### src/rtl/ip_pad_trailer.sv
module ip_pad_trailer #(
  parameter int DEPTH = 8,
  parameter int CELL  = 48,
  parameter int TAIL  = 8,
  parameter logic [7:0] UU_BYTE  = 8'h00,
  parameter logic [7:0] CPI_BYTE = 8'h00
) (
  input  logic       clk,
  input  logic       rst_n,
  input  logic       in_valid,
  input  logic       in_sop,
  input  logic [7:0] in_data,
  input  logic       ctl_eop,
  output logic       out_valid,
  output logic [7:0] out_data,
  output logic       trailer_done
);
  localparam int AW = $clog2(DEPTH);
  localparam int CW = $clog2(DEPTH + 1);
  localparam int PW = $clog2(CELL);
  localparam logic [1:0] S_PASS = 2'd0, S_PAD = 2'd1, S_TRL = 2'd2;

  logic [8:0]    mem [DEPTH];
  logic [AW-1:0] wp, rp;
  logic [CW-1:0] cnt;
  logic [1:0]    state;
  logic [PW-1:0] pcnt;
  logic [1:0]    tcnt;
  logic [2:0]    hidx;
  logic [15:0]   len_in, len_hold, len_act;

  wire [2:0]  pos  = in_sop ? 3'd0 : hidx;
  wire        rd   = (state == S_PASS) && (cnt != '0);
  wire        wr   = in_valid;
  wire [8:0]  head = mem[rp];

  wire [16:0]   tail_sum = {1'b0, len_hold} + 17'(TAIL);
  wire [16:0]   tail_rem = tail_sum % 17'(CELL);
  wire [PW-1:0] pad_calc = (tail_rem == '0) ? '0 : PW'(17'(CELL) - tail_rem);

  logic [7:0] trl_byte;
  always_comb begin
    case (tcnt)
      2'd0:    trl_byte = UU_BYTE;
      2'd1:    trl_byte = CPI_BYTE;
      2'd2:    trl_byte = len_act[15:8];
      default: trl_byte = len_act[7:0];
    endcase
  end

  always_ff @(posedge clk) begin
    if (wr) mem[wp] <= {ctl_eop, in_data};
  end

  always_ff @(posedge clk) begin
    if (!rst_n) begin
      wp <= '0; rp <= '0; cnt <= '0;
      hidx <= 3'd4; len_in <= '0; len_hold <= '0;
    end else begin
      if (wr) wp <= wp + 1'b1;
      if (rd) rp <= rp + 1'b1;
      cnt <= cnt + CW'(wr) - CW'(rd);
      if (in_valid) begin
        hidx <= (pos == 3'd4) ? 3'd4 : pos + 3'd1;
        if (pos == 3'd2) len_in[15:8] <= in_data;
        if (pos == 3'd3) len_in[7:0]  <= in_data;
        if (ctl_eop)     len_hold     <= len_in;
      end
    end
  end

  always_ff @(posedge clk) begin
    if (!rst_n) begin
      state <= S_PASS; pcnt <= '0; tcnt <= '0; len_act <= '0;
      out_valid <= 1'b0; out_data <= '0; trailer_done <= 1'b0;
    end else begin
      out_valid    <= 1'b0;
      trailer_done <= 1'b0;
      case (state)
        S_PASS: if (rd) begin
          out_valid <= 1'b1;
          out_data  <= head[7:0];
          if (head[8]) begin
            len_act <= len_hold;
            tcnt    <= '0;
            pcnt    <= pad_calc;
            state   <= (pad_calc != '0) ? S_PAD : S_TRL;
          end
        end
        S_PAD: begin
          out_valid <= 1'b1;
          out_data  <= 8'h00;
          pcnt      <= pcnt - 1'b1;
          if (pcnt == PW'(1)) state <= S_TRL;
        end
        S_TRL: begin
          out_valid <= 1'b1;
          out_data  <= trl_byte;
          tcnt      <= tcnt + 1'b1;
          if (tcnt == 2'd3) begin
            trailer_done <= 1'b1;
            state        <= S_PASS;
          end
        end
        default: state <= S_PASS;
      endcase
    end
  end
endmodule

### config.mk
export PLATFORM = sky130hd
export DESIGN_NAME = ip_pad_trailer
export DESIGN_NICKNAME = d
export VERILOG_FILES = /design/src/rtl/ip_pad_trailer.sv
export SDC_FILE = /design/constraint.sdc
export NUM_CORES = 1
export LEC_CHECK = 0
export BUFFER_PORTS_ARGS = -buffer_cell sky130_fd_sc_hd__clkbuf_2
export CAP_MARGIN = 30
export CORE_UTILIZATION = 30
export CTS_BUF_LIST = sky130_fd_sc_hd__clkbuf_4 sky130_fd_sc_hd__clkbuf_8 sky130_fd_sc_hd__clkbuf_16
export CTS_CLUSTER_SIZE = 12
export DETAILED_ROUTE_END_ITERATION = 16
export PLACE_DENSITY = 0.55
export RECOVER_POWER = 25
export SYNTH_ARGS = -nofsm -noshare
export SYNTH_HDL_FRONTEND = slang
export SYNTH_SLANG_ARGS = --single-unit
### constraint.sdc
create_clock -name clk -period 5.7 [get_ports clk]
set_clock_uncertainty 0.15 [all_clocks]
set_input_delay 0.285 -clock clk [delete_from_list [all_inputs] [get_ports clk]]
set_output_delay 0.285 -clock clk [all_outputs]
set_load 0.01 [all_outputs]
==> results of run 1 <==
==> registers in the layout, indices dropped and copies added (netlist names), named ones only <==
| register | flops |
|---|---|
| cnt | 4 |
| hidx | 3 |
| len_act | 16 |
| len_hold | 16 |
| len_in | 16 |
| mem | 72 |
| out_data | 8 |
| out_valid | 1 |
| pcnt | 6 |
| rp | 3 |
| state | 2 |
| tcnt | 2 |
| trailer_done | 1 |
| wp | 3 |
==> layout make-up <==
class / count / share of cell area (%)
clock inverters: 13 / 1.31
inverters: 22 / 0.947
well taps: 330 / 4.73
clock buffers: 19 / 5.25
flip-flops and latches: 156 / 44.1
repair buffers: 30 / 1.84
multi-input cells: 509 / 41.9
==> critical path, stage by stage (launching register included) <==
cell and delay (ps):
dfxtp_1 460, ha_1 320, and3_1 330, a21oi_1 90, or4_1 490, or3_1 410, and2_4 200, a32oi_1 220
nand4_2 240, or2_1 340, a221o_1 330, o22a_1 240, or4_4 580, a221oi_2 230, nor2_1 70
==> logic make-up after synthesis <==
family | Yosys count | share of synthesized area [%]
fa+ha+maj | 24 | 3.97
compound gates | 130 | 11.5
mux | 64 | 11.2
xor+xnor | 20 | 2.26
buf+inv | 63 | 3.32
simple gates | 271 | 18.2
flops | 156 | 49.6
==> metal layers <==
metal / GRT usage [%] / share of wire [%] / up-vias
met3: 2.32 / 2.8 / 14
li1: - / - / 2657
met4: 4.29 / 1.2 / 0
met2: 20.5 / 45 / 81
met5: 0 / 0 / -
met1: 17.9 / 51 / 2514
==> stage by stage <==
step | instances | hold slack, ps | util, % | instance area [um^2]
2_1_floorplan | 728 | 234 | - | 7750
3_3_place_gp | 1047 | 302 | 32.3 | 8160
5_1_grt | 1079 | 91.2 | 34.5 | 8720
6_report | 1079 | 43.1 | 34.5 | 8720
3_5_place_dp | 1047 | 308 | 32.3 | 8160
4_1_cts | 1079 | 23.9 | 34.6 | 8730
==> power groups by stage <==
stage / Clock (W) / Combinational, W / Sequential [W]
after detailed placement: 0 / 0.000787 / 0.00135
after CTS: 0.00112 / 0.000788 / 0.00133
final: 0.00109 / 0.000773 / 0.00133
after global placement: 0 / 0.000777 / 0.00135
after global routing: 0.00116 / 0.000868 / 0.00134
after floorplan: 0 / 0.000622 / 0.00131
==> how the worst max path moves through the flow <==
| stage | endpoint | startpoint | slack (ps) |
|---|---|---|---|
| 2_1_floorplan | pcnt[0] | len_hold[4] | 1270 |
| 3_3_place_gp | pcnt[0] | len_hold[4] | 1010 |
| 3_5_place_dp | pcnt[0] | len_hold[4] | 950 |
| 4_1_cts | pcnt[0] | len_hold[4] | 930 |
| 5_1_grt | pcnt[0] | len_hold[4] | 600 |
| 6_report | pcnt[0] | len_hold[4] | 910 |
==> cell usage in the layout, fill, tap and decap left out, types with 3 or more instances in the layout <==
| cell | n |
|---|---|
| dfxtp_1 | 84 |
| edfxtp_1 | 72 |
| nand2_1 | 70 |
| mux2i_1 | 45 |
| nor2b_1 | 41 |
| nor2_1 | 39 |
| a21oi_1 | 28 |
| a21boi_0 | 27 |
| inv_1 | 24 |
| ha_1 | 23 |
| nand3_1 | 22 |
| o21ai_0 | 22 |
| mux4_2 | 18 |
| clkbuf_16 | 18 |
| and3_1 | 17 |
| nor3_1 | 16 |
| nand2b_1 | 14 |
| clkbuf_2 | 14 |
| and2_1 | 13 |
| xnor2_1 | 12 |
| o22ai_1 | 12 |
| xor2_1 | 8 |
| clkbuf_1 | 8 |
| buf_4 | 8 |
| nand4_1 | 7 |
| nor4_1 | 7 |
| or3_1 | 5 |
| nor3b_1 | 4 |
| o211ai_1 | 4 |
| a21o_1 | 3 |
| or2_2 | 3 |
| a211o_1 | 3 |
| inv_6 | 3 |
==> impl_metrics.yaml, run 1 <==
drt:
  totalWireLength_um: 16600
  viasPerCell: 4.88
  drt_iter0_drc: 336
  dr.pass1.iters: 5
  final_antenna_net_count: 0
  vias: 5266
  wl_per_cell_um: 15.4
  route.detailed.drc: 0
synthesis:
  ys_seq_area_share_pct: 49.6
  synth_cell_type_count: 67
  netlist_area_mm2: 0.00775
  yosysMostFrequentCell: "dfxtp_1"
  syn_inst: 728
  synthFlopType: "dfxtp_1"
  yosys.area.top_type: "edfxtp_1"
  yosysTopAreaCellShare_pct: 27.9
  synth_warnings: 0
  syn_nets: 765
  synthTopCellsByCount: "dfxtp_1 (84), edfxtp_1 (72), nand2_1 (70)"
  async_reset_ff_share_pct: 0
  synth_seq_cells: 156
  synth-edff-count: 72
  synth.area.top_cells: "edfxtp_1 (28%), dfxtp_1 (22%), mux2i_1 (5.8%)"
  syn_area_per_cell_um2: 10.7
final_layout:
  fillers: 2581
  antenna_cells: 0
  multi_input_area_mm2: 0.00365
  seq_area_mm2: 0.00384
  syn_to_final_growth_pct: 12.5
  drive_gt1_share_pct: 11.2
  nets: 773
power_and_ir_drop:
  p_clk_share_pct: 34.1
  vdd_ir_drop_max_mv: 0.255
  p_comb_share_pct: 24.2
  p_leak_nw: 3.11
  netSwitchingPower_w: 0.000940
  seq_power_share_pct: 41.6
  netSwitchingFraction_pct: 29.5
  p_per_area_mw_per_mm2: 366
  intPower_w: 0.00225
  power_w: 0.00319
sta:
  clock.fmax_mhz: 209
  rsz0062_at_grt: "false"
  worstMarginPinSlew_ps: 888
  min_period_ps: 4790
  hold_viol_final: 0
  fin_crit_sh_pct: 84.0
  fin_ws_ps: 915
  slew_headroom_pct: 40.6
  tns_ps: 0
  drv_slew: 0
  setup_viol: 0
die:
  die_x_um: 163
  die_h_um: 163
  dieArea_mm2: 0.0265
  start_util_pct: 30.7
  io_pins: 23
  coreArea_mm2: 0.0253
  num_rows: 58
critical_path:
  ff2ff_setup_slack_ps: 910
  ff2ff_path_depth: 14
  start_kind: "flip-flop"
  crit_required_ps: 5860
  r2r-end: "pcnt[0]"
  path_class: "flip-flop to flip-flop"
  worstReg2RegStart: "len_hold[4]"
  arrival_ps: 4940
  end_kind: "flip-flop"
  crit_fanout: 8
clocking:
  clkTransAtPathRegs_ps: 60
  worstSkewPairLatency_ps: 420
  cts_made_buffers: 17
  post_cts_buffers: 0
  clk_path_buf_depth: 2
  cts.sinks: 156
  cts_root_buffer: "clkbuf_16"
  hold_buffers: 0
  cts_resized: 0
  cts_tree: "built"
  htree_levels: 4
global_routing:
  antenna_found_initial: 0
  overflow: 0
  grt_max_degree: 84
  grt_pass1_wl_um: 26800
  grt.total_usage_pct: 13.0
  grt_pass1_vias: 4958
worst_hold_path:
  hold_class: "input pin to flip-flop"
  min_from: "in_sop"
  min_to: "hidx[0]"
  min_delay_path_depth: 3
outcome:
  status: "finished clean"
placement:
  post-place-ws_ps: 947
  placement.io_buffers: 22
  finalWeightedCongestion: 0.797
  dp_hpwl_um: 11400
flow_run:
  drv_cap: 0
Note: power is estimated with default switching activity, not from simulation.
==> run 2, diff against run 1 <==
PLACE_DENSITY = 0.57   (was 0.55)
clock period = 4 ns   (was 5.7 ns; I/O delays follow)
==> run 2 against run 1 <==
Net effect:
- the run now ends with setup timing left
- combinational power increased by 53%
- maximum frequency up 17%
- highest routed layer unchanged
- sequential share of layout area decreased by 3.5 points
- count of clock-buffer cells in the layout decreased by 2
- worst hold slack gained 57 ps
- register-to-register slack worse by 1000 ps
- global-route usage up 0.70 points
- critical path depth unchanged
- power increased by 44%
- final cell count is 6.4% higher
==> impl_metrics.yaml, run 2 (same netlist as run 1, synthesis figures left out) <==
power_and_ir_drop:
  p_per_area_mw_per_mm2: 482
  vdd_ir_drop_max_mv: 0.321
  netSwitchingPower_w: 0.00140
  seq_power_share_pct: 40.4
  p_clk_share_pct: 33.7
  p_comb_share_pct: 25.9
  intPower_w: 0.00318
  p_leak_nw: 3.47
  netSwitchingFraction_pct: 30.6
sta:
  fin_crit_sh_pct: 102
  setup_viol: 5
  slew_headroom_pct: 42.5
  clock.fmax_mhz: 244
  hold_viol_final: 0
  worst_hold_slack_ps: 100
  worstMarginPinSlew_ps: 859
  rsz0062_at_grt: "true"
  fin_ws_ps: -99.0
  min_period_ps: 4100
  drv_slew: 0
placement:
  dp_hpwl_um: 12200
  placement.io_buffers: 22
  finalWeightedCongestion: 0.873
  placed_area_mm2: 0.00863
critical_path:
  worstPathCellList: "ha_4, and3_4, a21oi_2, or4_4, or3_4, and2_4, or3_4, o211ai_4, or2_4, nor3_2, o311a_1, or4_4, a221oi_2, nor2_1"
  cpMaxStageDelayCell: "or4_4"
  crit_required_ps: 4160
  start_kind: "flip-flop"
  end_kind: "flip-flop"
  arrival_ps: 4260
  crit_fanout: 5
  cpPeakStageDelay_ps: 560
  path_class: "flip-flop to flip-flop"
final_layout:
  antenna_cells: 0
  multi_input_area_mm2: 0.00388
  stdcell_area_mm2: 0.00951
  drive_gt1_share_pct: 23.5
  fillers: 2504
  nets: 843
  syn_to_final_growth_pct: 22.6
  seq_area_mm2: 0.00385
  largest_reg_flops: 72
  layout_common_cells: "dfxtp_1 (77), edfxtp_1 (72), nand2_1 (68), buf_4 (68), mux2i_1 (45)"
  final_common_cell: "dfxtp_1"
  regMostFlops: "mem"
clocking:
  clk_path_buf_depth: 2
  cts_made_buffers: 17
  cts_tree: "built"
  worstSkewPairLatency_ps: 420
  cts_root_buffer: "clkbuf_16"
  htree_levels: 4
  cts.sinks: 156
  clkTransAtPathRegs_ps: 60
global_routing:
  grt.total_usage_pct: 13.7
  grt_pass1_vias: 5280
  antenna_found_initial: 0
  grt_pass1_wl_um: 28100
  grt_max_degree: 44
  overflow: 0
drt:
  dr.pass1.iters: 5
  final_antenna_net_count: 0
  vias: 5625
  route.detailed.drc: 0
  viasPerCell: 4.90
  totalWireLength_um: 17800
  wl_per_cell_um: 15.5
  drt_iter0_drc: 363
die:
  die_x_um: 163
  num_rows: 58
  start_util_pct: 30.7
  dieArea_mm2: 0.0265
  coreArea_mm2: 0.0253
  die_h_um: 163
  io_pins: 23
flow_run:
  drv_cap: 0
worst_hold_path:
  hold_class: "input pin to flip-flop"
outcome:
  violations: "setup timing"
  status: "complete, but fails checks"
==> run 2: power groups by stage <==
| stage | clock (W) | combinational (W) | sequential [W] |
|---|---|---|---|
| global route | 0.00163 | 0.00132 | 0.00186 |
| CTS | 0.00157 | 0.00119 | 0.00185 |
| global placement | 0 | 0.00117 | 0.00189 |
| detailed placement | 0 | 0.00119 | 0.00189 |
| finish | 0.00154 | 0.00118 | 0.00185 |
| floorplan | 0 | 0.000886 | 0.00187 |
==> run 2: worst paths after layout <==
check,slack (ps),endpoint,cells after the start,start
worst max-delay path,-100,pcnt[0],14,len_hold[4]
worst min-delay path,100,mem[2][7],1,in_data[7]
worst max register to register,-100,pcnt[0],14,len_hold[4]
worst min register to register,310,len_in[1],2,len_in[1]
==> run 2: area by class of cell <==
type,count,area share [%]
clock buffers,17,4.48
multi-input cells,509,40.8
well taps,330,4.34
clock inverters,14,1.40
flip-flops and latches,156,40.6
inverters,22,0.869
repair buffers,100,7.56
==> run 2: critical path, delay by kind of cell, from the launching register on <==
kind / cells / cell delay (ps)
AOI/OAI and AO/OA: 4 / 860
adders and majority gates: 1 / 150
DFF: 1 / 360
and+or+nand+nor: 9 / 2490
==> run 2: timing repair <==
| action | in CTS | in global routing |
|---|---|---|
| pin swaps | 4 | 11 |
| setup endpoints to repair | 6 | 7 |
| cloned | 0 | 1 |
| hold buffers | 4 | 0 |
| gates resized for setup | 10 | 38 |
| hold endpoints to repair | 26 | 0 |
| buffers inserted | 1 | 10 |
==> run 2: layer usage <==
layer / global-route usage, % / wire length (um) / share of wire (%) / vias to the layer above
li1: - / - / - / 2810
met2: 22.1 / 8470 / 48 / 82
met1: 18.5 / 8660 / 49 / 2715
met5: 0 / 0 / 0 / -
met3: 2.42 / 432 / 2.4 / 18
met4: 4.38 / 193 / 1.1 / 0
==> run 2: metrics by stage <==
step | TNS, ps | cells | utilization [%] | setup slack (ps) | power, W
CTS | -47.8 | 1137 | 36.7 | -47.8 | 0.00462
finish | -396 | 1148 | 37.6 | -99.0 | 0.00458
global placement | -230 | 1101 | 34.2 | -102 | 0.00305
floorplan | -147 | 728 | - | -120 | 0.00276
global route | -1060 | 1148 | 37.6 | -228 | 0.00481
detailed placement | -419 | 1101 | 34.2 | -142 | 0.00307
==> run 3, diff against run 2 <==
CORE_ASPECT_RATIO = 1.4   (was default)
==> run 3 against run 2 <==
Net effect:
- worst hold slack got worse by 23 ps
- count of clock-buffer cells in the layout did not move
- cell area grew 0.50%
- sequential power is essentially flat
- non-clock buffer count fell by 2
- the run still ends with setup timing left
- highest routed layer unchanged
- clock power is 10% higher
==> impl_metrics.yaml, run 3 (same netlist as run 1, synthesis figures left out) <==
power_and_ir_drop:
  p_leak_nw: 3.51
  p_per_area_mw_per_mm2: 493
  vdd_ir_drop_max_mv: 0.280
  power_w: 0.00471
final_layout:
  regMostFlops: "mem"
  layout_common_cells: "dfxtp_1 (79), edfxtp_1 (72), buf_4 (70)"
  antenna_cells: 0
  final_core_util_pct: 37.6
  drive_gt1_share_pct: 23.9
  final_common_cell: "dfxtp_1"
  nets: 841
  largest_reg_flops: 72
  syn_to_final_growth_pct: 23.2
sta:
  fin_crit_sh_pct: 102
  slew_headroom_pct: 37.6
  setup_viol: 5
  hold_viol_final: 0
  min_period_ps: 4090
  worst_hold_slack_ps: 77.2
  worstMarginPinSlew_ps: 933
  rsz0062_at_grt: "true"
  clock.fmax_mhz: 244
  tns_ps: -240
  fin_ws_ps: -92.2
  drv_slew: 0
global_routing:
  grt_pass1_wl_um: 29000
  grt.total_usage_pct: 14.3
  grt_pass1_vias: 5518
  grt_max_degree: 53
  overflow: 0
  antenna_found_initial: 0
drt:
  maxUsedRoutingLayer: "met4"
  vias: 5586
  totalWireLength_um: 18000
  drt-met1-wl_um: 7670
  wl_per_cell_um: 15.9
  drt_iter0_drc: 244
  met3_length_um: 369
  dr.pass1.iters: 6
  dr_wl_met2_um: 9580
  viasPerCell: 4.92
  route.detailed.drc: 0
  final_antenna_net_count: 0
clocking:
  worstSkewPairLatency_ps: 420
  clkTransAtPathRegs_ps: 70
  cts_tree: "built"
  cts_made_buffers: 17
  clk_path_buf_depth: 2
  cts_root_buffer: "clkbuf_16"
  htree_levels: 4
  cts.sinks: 156
placement:
  placement.io_buffers: 22
  dp_hpwl_um: 12700
  finalWeightedCongestion: 0.872
  post-place-ws_ps: -152
die:
  die_h_um: 192
  start_util_pct: 30.6
  io_pins: 23
  die_x_um: 138
  dieArea_mm2: 0.0265
  coreArea_mm2: 0.0254
  num_rows: 69
critical_path:
  end_kind: "flip-flop"
  crit_fanout: 5
  path_class: "flip-flop to flip-flop"
  arrival_ps: 4250
  cp-startpoint: "len_hold[4]"
  ff2ff_setup_slack_ps: -90
  crit_required_ps: 4160
  start_kind: "flip-flop"
  worstReg2RegStart: "len_hold[4]"
worst_hold_path:
  hold_class: "input pin to flip-flop"
  min_from: "in_data[5]"
flow_run:
  drv_cap: 0
outcome:
  violations: "setup timing"
  status: "complete, but fails checks"
-- run 3: final timing paths --
check	to	depth (start not counted)
min reg2reg	len_in[2]	2
max	pcnt[0]	14
max reg2reg	pcnt[0]	14
min	mem[4][5]	1
-- run 3: metal layers --
layer,track usage (%),vias up
met3,2.43,26
met5,0,-
met2,25.7,81
met4,5.81,0
met1,16.4,2684
li1,-,2795
-- run 3: cell type report --
| type | count | area [um^2] |
|---|---|---|
| Inverter | 22 | 82.6 |
| Timing Repair Buffer | 98 | 683 |
| Multi-Input combinational cell | 509 | 3910 |
| Fill cell | 2506 | 15800 |
| Clock buffer | 17 | 425 |
| Sequential cell | 156 | 3850 |
| Tap cell | 319 | 399 |
| Clock inverter | 15 | 196 |
-- run 3: worst max-delay path, cell delays in order, from the launching register on --
cell and delay [ps]:
dfxtp_4 360, ha_4 150, and3_4 210, a21oi_2 50, or4_4 500, or3_4 390, and2_4 180, or3_4 340
o211ai_4 230, or2_4 170, nor3_1 40, o311a_1 360, or4_4 550, a221oi_2 250, nor2_1 50
-- run 3: repair_timing --
action / in CTS / in global routing
pin swaps: 4 / 14
setup endpoints to repair: 7 / 7
gates resized for setup: 14 / 38
cloned: 0 / 1
hold endpoints to repair: 18 / 0
hold buffers: 3 / 0
setup buffers: 1 / 5
-- run 3: power by group --
part           total [W]  switching [W]  internal, W
clock            0.00170       0.000698      0.00101
sequential       0.00186      0.0000784      0.00178
combinational    0.00115       0.000623     0.000531
total            0.00471        0.00140      0.00331
-- run 3: per-stage QoR --
stage	cells	cell area, um^2
after CTS	1129	9360
after floorplan	728	7810
after detailed placement	1093	8640
after global placement	1093	8640
after global routing	1136	9550
final	1136	9550
